`src/rtl/sfl_pkg.sv`:
```
`timescale 1ns/1ps
package sfl_pkg;
  localparam int BYTE_W   = 8;
  localparam int IO_W     = 4;
  localparam int CTL_W    = 32;
  localparam int STOP_BIT = 2;
  localparam int DUAL_BIT = 29;
  localparam int QUAD_BIT = 30;
  localparam int CNT_W    = $clog2(BYTE_W + 1);

  localparam logic [CTL_W-1:0]  CTL_RESET  = 32'h0000_0004;
  localparam logic [BYTE_W-1:0] OPC_ENTER4 = 8'hB7;
  localparam logic [BYTE_W-1:0] OPC_READ3  = 8'h03;
  localparam logic [BYTE_W-1:0] OPC_READ4  = 8'h13;

  typedef enum logic [1:0] {
    MODE_OFF    = 2'b00,
    MODE_CMD_RD = 2'b01,
    MODE_CMD_WR = 2'b10,
    MODE_USER   = 2'b11
  } sfl_mode_e;

  typedef enum logic [1:0] {
    LANE_X1 = 2'd0,
    LANE_X2 = 2'd1,
    LANE_X4 = 2'd2
  } sfl_lane_e;

  // quad has priority over dual
  function automatic sfl_lane_e lane_pick(input logic dual_b, input logic quad_b);
    if (quad_b) return LANE_X4;
    if (dual_b) return LANE_X2;
    return LANE_X1;
  endfunction

  // clock periods needed to move one byte at a given width
  function automatic logic [CNT_W-1:0] beats_for(input sfl_lane_e ln);
    case (ln)
      LANE_X2: return CNT_W'(BYTE_W / 2);
      LANE_X4: return CNT_W'(BYTE_W / 4);
      default: return CNT_W'(BYTE_W);
    endcase
  endfunction

  function automatic logic [BYTE_W-1:0] boot_opcode(input logic wide_addr);
    return wide_addr ? OPC_READ4 : OPC_READ3;
  endfunction
endpackage

```
`src/rtl/sfl_ctl_bank.sv`:
```
`timescale 1ns/1ps
module sfl_ctl_bank
  import sfl_pkg::*;
(
  input  logic              clk,
  input  logic              rst_n,
  input  logic              wr_en,
  input  logic [CTL_W-1:0]  wdata,
  input  logic              byte_start,
  input  logic              byte_wr,
  input  logic [BYTE_W-1:0] byte_data,
  output logic [CTL_W-1:0]  ctl_q,
  output logic              user_active,
  output logic              first_pending,
  output sfl_lane_e         lane_cfg,
  output logic              addr4_flag
);
  logic [CTL_W-1:0]  ctl_r;
  logic              first_r;
  logic [BYTE_W-1:0] op_r;
  logic              op_seen_r;
  logic              a4_r;
  logic              next_active;
  logic              txn_end;

  assign user_active = (sfl_mode_e'(ctl_r[1:0]) == MODE_USER) && !ctl_r[STOP_BIT];
  assign next_active = (sfl_mode_e'(wdata[1:0]) == MODE_USER) && !wdata[STOP_BIT];
  assign txn_end     = user_active && wr_en && !next_active;

  always_ff @(posedge clk) begin
    if (!rst_n) begin
      ctl_r     <= CTL_RESET;
      first_r   <= 1'b1;
      op_r      <= '0;
      op_seen_r <= 1'b0;
      a4_r      <= 1'b0;
    end else begin
      if (wr_en) ctl_r <= wdata;
      if (!user_active)    first_r <= 1'b1;
      else if (byte_start) first_r <= 1'b0;
      if (byte_start && first_r && byte_wr) begin
        op_r      <= byte_data;
        op_seen_r <= 1'b1;
      end
      if (txn_end) begin
        op_seen_r <= 1'b0;
        if (op_seen_r && (op_r == OPC_ENTER4)) a4_r <= 1'b1;
      end
    end
  end

  assign ctl_q         = ctl_r;
  assign first_pending = first_r;
  assign lane_cfg      = lane_pick(ctl_r[DUAL_BIT], ctl_r[QUAD_BIT]);
  assign addr4_flag    = a4_r;

  // the 4-byte flag never falls outside reset
  a_r9_flag_sticky: assert property (@(posedge clk) disable iff (!rst_n)
    a4_r |=> a4_r);
endmodule

```
`src/rtl/sfl_shift_unit.sv`:
```
`timescale 1ns/1ps
module sfl_shift_unit
  import sfl_pkg::*;
(
  input  logic              clk,
  input  logic              rst_n,
  input  logic              tick,
  input  logic              start,
  input  logic              start_wr,
  input  sfl_lane_e         start_lanes,
  input  logic [BYTE_W-1:0] tx_byte,
  input  logic [IO_W-1:0]   io_in,
  output logic              busy,
  output logic              done,
  output logic              done_wr,
  output logic              sclk,
  output logic [IO_W-1:0]   io_out,
  output logic [IO_W-1:0]   io_oe,
  output logic [BYTE_W-1:0] rx_byte
);
  logic              busy_q, done_q, wr_q, sclk_q;
  sfl_lane_e         lanes_q;
  logic [BYTE_W-1:0] tx_q, rx_q, tx_next, rx_next;
  logic [CNT_W-1:0]  cnt_q;
  logic              rise_ev, fall_ev, last_beat;

  assign rise_ev   = busy_q && tick && !sclk_q;
  assign fall_ev   = busy_q && tick &&  sclk_q;
  assign last_beat = (cnt_q == beats_for(lanes_q) - 1'b1);

  always_comb begin
    case (lanes_q)
      LANE_X2: begin
        rx_next = {rx_q[BYTE_W-3:0], io_in[1:0]};
        tx_next = tx_q << 2;
      end
      LANE_X4: begin
        rx_next = {rx_q[BYTE_W-5:0], io_in[3:0]};
        tx_next = tx_q << 4;
      end
      default: begin
        rx_next = {rx_q[BYTE_W-2:0], io_in[1]};
        tx_next = tx_q << 1;
      end
    endcase
  end

  always_ff @(posedge clk) begin
    if (!rst_n) begin
      busy_q  <= 1'b0;
      done_q  <= 1'b0;
      wr_q    <= 1'b0;
      sclk_q  <= 1'b0;
      lanes_q <= LANE_X1;
      tx_q    <= '0;
      rx_q    <= '0;
      cnt_q   <= '0;
    end else begin
      done_q <= 1'b0;
      if (start && !busy_q) begin
        busy_q  <= 1'b1;
        wr_q    <= start_wr;
        lanes_q <= start_lanes;
        tx_q    <= start_wr ? tx_byte : '0;
        rx_q    <= '0;
        cnt_q   <= '0;
        sclk_q  <= 1'b0;
      end else if (rise_ev) begin
        sclk_q <= 1'b1;
        rx_q   <= rx_next;
      end else if (fall_ev) begin
        sclk_q <= 1'b0;
        tx_q   <= tx_next;
        cnt_q  <= cnt_q + 1'b1;
        if (last_beat) begin
          busy_q <= 1'b0;
          done_q <= 1'b1;
        end
      end
    end
  end

  always_comb begin
    io_out = '0;
    io_oe  = '0;
    case (lanes_q)
      LANE_X2: io_out[1:0] = tx_q[BYTE_W-1 -: 2];
      LANE_X4: io_out[3:0] = tx_q[BYTE_W-1 -: 4];
      default: io_out[0]   = tx_q[BYTE_W-1];
    endcase
    if (busy_q) begin
      if (lanes_q == LANE_X1) io_oe = IO_W'(4'b0001);
      else if (wr_q)          io_oe = (lanes_q == LANE_X2) ? IO_W'(4'b0011) : IO_W'(4'b1111);
    end
  end

  assign busy    = busy_q;
  assign done    = done_q;
  assign done_wr = done_q && wr_q;
  assign sclk    = sclk_q;
  assign rx_byte = rx_q;

  // serial clock moves only on an enable pulse
  a_r7_sclk_on_tick: assert property (@(posedge clk) disable iff (!rst_n)
    !tick |=> $stable(sclk_q));
  // clock rests low between bytes
  a_r8_idle_low: assert property (@(posedge clk) disable iff (!rst_n)
    !busy_q |-> !sclk_q);
  // beat counter stays inside the byte
  a_r7_beat_bound: assert property (@(posedge clk) disable iff (!rst_n)
    busy_q |-> (cnt_q < beats_for(lanes_q)));
endmodule

```
`src/rtl/sfl_user_engine.sv`:
```
`timescale 1ns/1ps
module sfl_user_engine
  import sfl_pkg::*;
(
  input  logic              clk,
  input  logic              rst_n,
  input  logic              ctl_we,
  input  logic [CTL_W-1:0]  ctl_wdata,
  output logic [CTL_W-1:0]  ctl_value,
  input  logic              sclk_en,
  input  logic              win_wr_valid,
  input  logic [BYTE_W-1:0] win_wr_data,
  output logic              win_wr_ready,
  input  logic              win_rd_valid,
  output logic              win_rd_ready,
  output logic [BYTE_W-1:0] win_rd_data,
  output logic              spi_cs_n,
  output logic              spi_sclk,
  output logic [IO_W-1:0]   spi_io_o,
  output logic [IO_W-1:0]   spi_io_oe,
  input  logic [IO_W-1:0]   spi_io_i,
  output logic              addr4_mode,
  output logic [BYTE_W-1:0] boot_rd_opcode
);
  logic              user_active, first_pending;
  sfl_lane_e         lane_cfg, start_lanes;
  logic              busy, done, done_wr, byte_start;
  logic [BYTE_W-1:0] rx_byte;

  assign byte_start  = user_active && !busy && !done && (win_wr_valid || win_rd_valid);
  assign start_lanes = first_pending ? LANE_X1 : lane_cfg;

  sfl_ctl_bank u_ctl (
    .clk           (clk),
    .rst_n         (rst_n),
    .wr_en         (ctl_we),
    .wdata         (ctl_wdata),
    .byte_start    (byte_start),
    .byte_wr       (win_wr_valid),
    .byte_data     (win_wr_data),
    .ctl_q         (ctl_value),
    .user_active   (user_active),
    .first_pending (first_pending),
    .lane_cfg      (lane_cfg),
    .addr4_flag    (addr4_mode)
  );

  sfl_shift_unit u_shift (
    .clk         (clk),
    .rst_n       (rst_n),
    .tick        (sclk_en),
    .start       (byte_start),
    .start_wr    (win_wr_valid),
    .start_lanes (start_lanes),
    .tx_byte     (win_wr_data),
    .io_in       (spi_io_i),
    .busy        (busy),
    .done        (done),
    .done_wr     (done_wr),
    .sclk        (spi_sclk),
    .io_out      (spi_io_o),
    .io_oe       (spi_io_oe),
    .rx_byte     (rx_byte)
  );

  assign spi_cs_n       = !user_active;
  assign win_wr_ready   = !user_active || done_wr;
  assign win_rd_ready   = !user_active || (done && !done_wr);
  assign win_rd_data    = user_active ? rx_byte : '1;
  assign boot_rd_opcode = boot_opcode(addr4_mode);

  // no clock while deselected
  a_r8_sclk_low_deselected: assert property (@(posedge clk) disable iff (!rst_n)
    spi_cs_n |-> !spi_sclk);
  // shifting happens only inside a selected transaction
  a_r3_busy_needs_select: assert property (@(posedge clk) disable iff (!rst_n)
    busy |-> !spi_cs_n);
  // the opcode byte goes out on one lane
  a_r5_opcode_single: assert property (@(posedge clk) disable iff (!rst_n)
    ($rose(busy) && $past(first_pending)) |-> (spi_io_oe == IO_W'(4'b0001)));
  // a selected write is acknowledged only after its shifting ended
  a_r7_ready_after_shift: assert property (@(posedge clk) disable iff (!rst_n)
    (win_wr_ready && !spi_cs_n) |-> $past(busy));
endmodule

```
`config.mk`:
```
export PLATFORM = sky130hd
export DESIGN_NAME = sfl_user_engine
export DESIGN_NICKNAME = d
export VERILOG_FILES = /design/src/rtl/sfl_pkg.sv /design/src/rtl/sfl_ctl_bank.sv /design/src/rtl/sfl_shift_unit.sv /design/src/rtl/sfl_user_engine.sv
export SDC_FILE = /design/constraint.sdc
export NUM_CORES = 1
export LEC_CHECK = 0
export BUFFER_PORTS_ARGS = -buffer_cell sky130_fd_sc_hd__buf_4
export CAP_MARGIN = 20
export CELL_PAD_IN_SITES_DETAIL_PLACEMENT = 1
export CELL_PAD_IN_SITES_GLOBAL_PLACEMENT = 1
export CORE_UTILIZATION = 36
export DETAILED_ROUTE_END_ITERATION = 8
export PLACE_DENSITY_LB_ADDON = 0.1
export SKIP_CTS_REPAIR_TIMING = 1
export SYNTH_ARGS = -nofsm -noshare
export SYNTH_HDL_FRONTEND = slang
export SYNTH_SLANG_ARGS = --single-unit
```
`constraint.sdc`:
```
create_clock -name clk -period 2.2 [get_ports clk]
set_clock_uncertainty 0.15 [all_clocks]
set_input_delay 0.11 -clock clk [delete_from_list [all_inputs] [get_ports clk]]
set_output_delay 0.11 -clock clk [all_outputs]
set_load 0.02 [all_outputs]
```
==> flow_metrics.py, run 1 <==
metrics = {
    "outcome": {
        "status": "finished with violations",
        "violations": "hold timing",
    },
    "clock_network": {
        "path_clk_slew_ns": 0.08,
        "clock-sinks": 69,
        "cts_tree": "done",
        "max-clock-path-buffers": 2,
        "root_buffer": "clkbuf_8",
        "clock_latency_ns": 0.36,
        "htreeDepth": 3,
        "numCtsBuffers": 9,
    },
    "worst_setup_path": {
        "crit_start": "u_shift.lanes_q[1]",
        "r2r_end": "u_shift.tx_q[7]",
        "cp_slowest_cell": "ha_1",
        "rrSetupSlack_ns": 0.36,
        "r2r.worst_path.cells": 6,
        "slowest_delay_ns": 0.50,
        "critPathMaxFanout": 15,
        "cp-end-kind": "output port",
        "crit_end": "spi_io_o[0]",
        "worstPathArrival_ns": 1.80,
        "worst-path-stages": 5,
        "crit_type": "reg -> out",
        "critPathLaunchType": "flop",
        "path_cells": "inv_1, ha_1, a22oi_1, a21oi_1, buf_4",
        "cp.required_ns": 1.94,
        "critical_path.top_delay_family": "adder cells",
        "rr_startpoint": "u_shift.lanes_q[1]",
        "critPathBufInv": 2,
    },
    "layout": {
        "drive_gt1_share_pct": 27.0,
        "layout_common_cells": "113 x buf_4, 69 x dfxtp_1, 45 x dlygate4sd3_1, 36 x nand2_1, 36 x nor2b_1",
        "area_growth_syn_to_layout_pct": 46.1,
        "n_antenna_cell": 0,
        "stdcell_count": 611,
        "postLayoutCoreUtil_pct": 54.2,
        "final_common_cell": "buf_4",
        "multiInputGateArea_sq_um": 1650,
        "regArea_sq_um": 1380,
        "fillers": 1029,
        "finish.instance_area_sq_um": 4710,
        "final_nets": 553,
    },
    "logic_synthesis": {
        "avgSynthCellArea_sq_um": 8.95,
        "synth_top_family_by_area": "simple AND/OR/NAND/NOR gates",
        "ys_seq_area_share_pct": 42.9,
        "synth.area.top_cells": "dfxtp_1 43%, mux2i_1 9.9%, nor2b_1 7.0%",
        "synthSimpleGateAreaFrac_pct": 23.5,
        "async_flop_share_pct": 0,
        "synth.top_cell.area_share_pct": 42.9,
        "synth-main-ff-cell": "dfxtp_1",
        "yosysWarnings": 0,
        "synth_area_sq_um": 3220,
        "synth_edf_count": 0,
        "synth_seq_cells": 69,
        "synthMuxAreaShare_pct": 9.95,
        "yosysTopAreaCell": "dfxtp_1",
        "ys_types": 43,
        "netlist_instances": 360,
        "synth_fa_ha_area_share_pct": 1.94,
        "synthXorXnorAreaFrac_pct": 1.36,
        "synth_compound_area_share_pct": 13.7,
    },
    "sta": {
        "hold_ws_ns": -0.00523,
        "fin_setup_tns_ns": 0,
        "slew_violations": 0,
        "hold_violations": 1,
        "rsz0062_at_grt": "false",
        "min_period_over_period_pct": 93.7,
        "tightest_slew_ns": 0.584,
        "finalCriticalPeriod_ns": 2.06,
        "slew_headroom_pct": 60.9,
        "setup_viol": 0,
        "clock.fmax_mhz": 485,
    },
    "pwr": {
        "leakage_nw": 1.93,
        "pwr_density_cell_nw_per_um2": 605,
        "peakVddDrop_uv": 233,
        "totalPowerFinal_mw": 2.85,
    },
    "drt": {
        "top_layer_used": "met4",
        "drt_iter0_drc": 92,
        "first_pass_iters": 4,
        "dr_total_vias": 3004,
        "ant_nets": 0,
        "drc": 0,
        "dr_wl_met2_um": 4440,
        "wl_per_cell_um": 14.5,
        "met3_length_um": 398,
        "avgViaCountPerCell": 4.92,
        "m1WireLength_um": 3890,
        "wl_um": 8870,
    },
    "job": {
        "drv_cap": 0,
    },
    "placed_design": {
        "io_buffers": 103,
        "dpl_cell_area_sq_um": 4030,
        "place_hpwl_um": 6020,
        "dp.cells": 550,
        "place_congestion": 0.780,
    },
    "floorplan": {
        "io_pins": 111,
        "die_h_um": 96.6,
        "die_x_um": 96.6,
        "die-area_sq_um": 9330,
        "design.core.area_sq_um": 8680,
        "start_util_pct": 37.1,
        "row_count": 34,
    },
    "global_routing": {
        "grt_first_pass_wirelength_um": 12900,
        "antenna_found_initial": 0,
        "track_usage_pct": 18.3,
        "grt_max_degree": 45,
        "grt_overflow_total": 0,
        "grt_pass1_vias": 2768,
    },
    "worst_hold_path": {
        "hp-class": "in -> reg",
    },
}
## layer usage
metal | up-vias | global-route usage, %
met1 | 1422 | 22.3
met4 | 0 | 7.48
li1 | 1500 | -
met3 | 12 | 4.30
met5 | - | 0
met2 | 70 | 30.8
## area by class of cell
cell class / instances / share of cell area, %
Clock inverter: 7 / 2.07
Sequential cell: 69 / 29.4
Clock buffer: 9 / 2.63
Multi-Input combinational cell: 255 / 35.1
Tap cell: 108 / 2.87
Inverter: 5 / 0.399
Timing Repair Buffer: 158 / 27.6
## worst register-to-register path, delay by kind of cell, from the launching register on
family	cells	cell delay, ns
adders and majority gates	1	0.50
AOI/OAI and AO/OA	4	0.68
buffers and inverters	1	0.10
DFF	1	0.33
## stage by stage
stage	hold slack (ns)	setup slack, ns
2_1_floorplan	0.0885	0.288
3_3_place_gp	0.197	0.453
3_5_place_dp	0.203	0.344
4_1_cts	-0.173	0.117
5_1_grt	0.0412	0.0189
6_report	-0.00523	0.138
## power breakdown
part	total (mW)	switching (mW)	internal [mW]	leakage, nW
combinational	0.367	0.164	0.203	1.26
sequential	1.30	0.0208	1.28	0.562
clock	1.18	0.532	0.644	0.106
## worst min-delay path by stage
| stage | from | endpoint | slack [ns] | depth (start not counted) |
|---|---|---|---|---|
| after floorplan | ctl_wdata[2] | u_ctl.ctl_q[2] | 0.09 | 2 |
| after global placement | ctl_wdata[2] | u_ctl.ctl_q[2] | 0.20 | 3 |
| after detailed placement | ctl_wdata[2] | u_ctl.ctl_q[2] | 0.20 | 3 |
| after CTS | ctl_wdata[2] | u_ctl.ctl_q[2] | -0.17 | 3 |
| after global routing | spi_io_i[1] | u_shift.rx_byte[1] | 0.04 | 3 |
| final | spi_io_i[1] | u_shift.rx_byte[1] | -0.005 | 3 |
## flip-flops by register name (all words and copies together), names as in the netlist
register	flops
u_ctl.ctl_q	32
u_ctl.op_r	8
u_shift.rx_byte	8
u_shift.tx_q	8
u_shift.cnt_q	4
u_shift.lanes_q	2
u_ctl.addr4_flag	1
u_ctl.first_pending	1
u_ctl.op_seen_r	1
u_shift.busy	1
u_shift.done	1
u_shift.sclk	1
u_shift.wr_q	1
## synthesized netlist by cell type (5+ instances only)
master and count:
nor2_1 13, nor3_1 5, o211ai_1 7, ha_1 5
a21oi_1 15, o21ai_0 15, nand2b_1 8, nor2b_1 36
dfxtp_1 69, a22oi_1 12, nand3_1 21, buf_2 7
mux2i_1 32, clkbuf_1 16, a211oi_1 5, buf_4 10
nand2_1 36
## cells by family (layout without fill, tap and decap cells)
logic type      Yosys count  after routing
simple gates            138            138
flops                    69             69
compound gates           68             68
buf+inv                  41            179
mux                      32             32
fa+ha+maj                 5              5
xor+xnor                  5              5
other cells               2              7
No activity file was read; power rests on OpenSTA's default activity.
==> inputs of run 2 (changes only) <==
ABC_AREA = 1   (was unset)
CORE_UTILIZATION = 35   (was 36)
==> run 2 against run 1 <==
Against the previous run:
- synthesized cell count grew 46%
- clock-buffer cell count grew 1
- critical path depth grew 2
- the run still ends with hold timing left
- cell count grew 30%
- non-clock buffer count shrank 6
- clock power is essentially flat
- critical path type is now reg -> reg
==> flow_metrics.py, run 2 <==
metrics = {
    "worst_setup_path": {
        "cp-end-kind": "flop",
        "slowest_delay_ns": 0.56,
        "critPathLaunchType": "flop",
        "worstPathArrival_ns": 2.22,
        "cp.required_ns": 2.35,
        "cp_slowest_cell": "dlygate4sd3_1",
        "r2r.worst_path.cells": 7,
        "critPathMaxFanout": 10,
        "path_cells": "nand2_1, nor2_2, nand4_4, nand2_1, nand2_1, nor2_1, dlygate4sd3_1",
        "crit_top_cell": "nand2_1",
        "crit_type": "reg -> reg",
    },
    "layout": {
        "fillers": 1215,
        "postLayoutCoreUtil_pct": 52.3,
        "final_common_cell": "nand2_1",
        "n_antenna_cell": 0,
        "layout_common_cells": "128 x nand2_1, 109 x buf_4, 97 x nor2_1, 69 x dfxtp_1, 64 x inv_1",
        "stdcell_count": 794,
        "finish.instance_area_sq_um": 4920,
        "regArea_sq_um": 1380,
        "final_nets": 716,
        "largest_register_ffs": 32,
        "multiInputGateArea_sq_um": 1650,
        "drive_gt1_share_pct": 22.0,
        "area_growth_syn_to_layout_pct": 41.8,
    },
    "drt": {
        "drc": 0,
        "first_pass_iters": 4,
        "dr_total_vias": 3730,
        "avgViaCountPerCell": 4.70,
        "wl_um": 11100,
        "ant_nets": 0,
        "wl_per_cell_um": 14.0,
        "drt_iter0_drc": 106,
    },
    "logic_synthesis": {
        "synth-main-ff-cell": "dfxtp_1",
        "synth_area_sq_um": 3470,
        "ys_types": 32,
        "synth_most_common_cell": "nand2_1",
        "synth.top_cell.area_share_pct": 39.8,
        "synth_edf_count": 0,
        "ys_seq_area_share_pct": 39.8,
        "avgSynthCellArea_sq_um": 6.58,
        "yosysWarnings": 0,
        "synth_seq_cells": 69,
        "synthTopCellsByCount": "128 x nand2_1, 97 x nor2_1, 69 x dfxtp_1",
        "yosysTopAreaCell": "dfxtp_1",
        "synth.area.top_cells": "dfxtp_1 40%, nand2_1 14%, nor2_1 10%",
        "netlist_instances": 527,
        "async_flop_share_pct": 0,
    },
    "placed_design": {
        "io_buffers": 103,
        "place_hpwl_um": 7670,
        "dp.cells": 736,
        "dpl_cell_area_sq_um": 4270,
        "place_congestion": 0.781,
    },
    "floorplan": {
        "die_h_um": 102,
        "row_count": 35,
        "design.core.area_sq_um": 9420,
        "io_pins": 111,
        "die_x_um": 102,
        "start_util_pct": 36.9,
        "die-area_sq_um": 10300,
    },
    "sta": {
        "finalCriticalPeriod_ns": 2.07,
        "slew_violations": 0,
        "tightest_slew_ns": 0.501,
        "setup_viol": 0,
        "hold_ws_ns": -0.0410,
        "clock.fmax_mhz": 482,
        "slew_headroom_pct": 66.6,
        "min_period_over_period_pct": 94.2,
        "hold_violations": 4,
    },
    "global_routing": {
        "grt_max_degree": 35,
        "grt_pass1_vias": 3655,
        "track_usage_pct": 20.8,
        "grt_first_pass_wirelength_um": 16900,
        "antenna_found_initial": 0,
        "grt_overflow_total": 0,
    },
    "pwr": {
        "leakage_nw": 2.31,
        "pwr_density_cell_nw_per_um2": 594,
        "peakVddDrop_uv": 407,
    },
    "worst_hold_path": {
        "hp-class": "in -> reg",
        "hold_depth": 5,
    },
    "clock_network": {
        "path_clk_slew_ns": 0.08,
        "cts_tree": "done",
        "max-clock-path-buffers": 2,
        "clock-sinks": 69,
        "clock_latency_ns": 0.35,
        "htreeDepth": 3,
        "root_buffer": "clkbuf_8",
        "numCtsBuffers": 9,
    },
    "outcome": {
        "status": "finished with violations",
        "violations": "hold timing",
    },
    "job": {
        "drv_cap": 0,
    },
}
run 2: changes by cell type in the layout (fill, tap and decap cells not counted), sizes merged, moves of 5 or more:
| cell | change |
|---|---|
| a211oi | -5 |
| inv | +62 |
| mux2i | -32 |
| o21ai | +28 |
| a21oi | +7 |
| nand3 | +10 |
| nor2 | +88 |
| nand2b | -8 |
| o211ai | -6 |
| nor2b | -36 |
| nand4 | +6 |
| a22oi | -11 |
| nand2 | +96 |
run 2: power by group:
group / switching, mW / total [mW] / internal [mW] / leakage, nW
Clock: 0.517 / 1.18 / 0.667 / 0.105
Combinational: 0.220 / 0.419 / 0.199 / 1.64
Sequential: 0.0275 / 1.32 / 1.29 / 0.564
Total: 0.764 / 2.92 / 2.16 / 2.31
run 2: per-layer routing:
| layer | routed length (um) | vias to the layer above | global-route usage (%) |
|---|---|---|---|
| met5 | 0 | - | 0 |
| met4 | 133 | 0 | 6.24 |
| met2 | 5790 | 80 | 36.7 |
| met1 | 4730 | 1765 | 24.5 |
| li1 | - | 1873 | - |
| met3 | 480 | 12 | 5.66 |
run 2: final timing paths:
check,startpoint,end,slack [ns]
max reg2reg,u_ctl.ctl_q[1],u_ctl.op_r[0],0.13
min reg2reg,u_ctl.op_seen_r,u_ctl.op_seen_r,0.31
min,win_wr_data[6],u_ctl.op_r[6],-0.04
max,u_ctl.ctl_q[1],u_ctl.op_r[0],0.13
run 2: logic make-up (layout without fill, tap and decap cells):
group                      after synthesis  in the layout  share of synthesized area (%)
AOI/OAI and AO/OA                       68             68                           10.2
adders and majority gates                5              5                           1.80
buffers and inverters                  102            235                           13.2
DFF                                     69             69                           39.8
other                                    2              7                          0.216
and+or+nand+nor                        281            281                           34.8
run 2: final cells by class:
cell class | count | share of cell area, %
Clock inverter | 5 | 1.70
Inverter | 68 | 5.19
Sequential cell | 69 | 28.1
Clock buffer | 10 | 2.80
Tap cell | 129 | 3.28
Multi-Input combinational cell | 361 | 33.6
Timing Repair Buffer | 152 | 25.4
run 2: worst max-delay path: cells and delay by family (launching register included):
| family | cells | cell delay, ns |
|---|---|---|
| flip-flops | 1 | 0.41 |
| buffers and inverters | 1 | 0.56 |
| AND/OR/NAND/NOR | 6 | 0.91 |
run 2: stage by stage:
step                power [mW]  hold WS, ns  setup slack (ns)  TNS, ns
CTS                       2.89       -0.185             0.107        0
global route              3.05      0.00150           -0.0203  -0.0203
global placement          1.69        0.182             0.539        0
detailed placement        1.70        0.193             0.453        0
floorplan                 1.54       0.0849             0.245        0
finish                    2.92      -0.0410             0.127        0
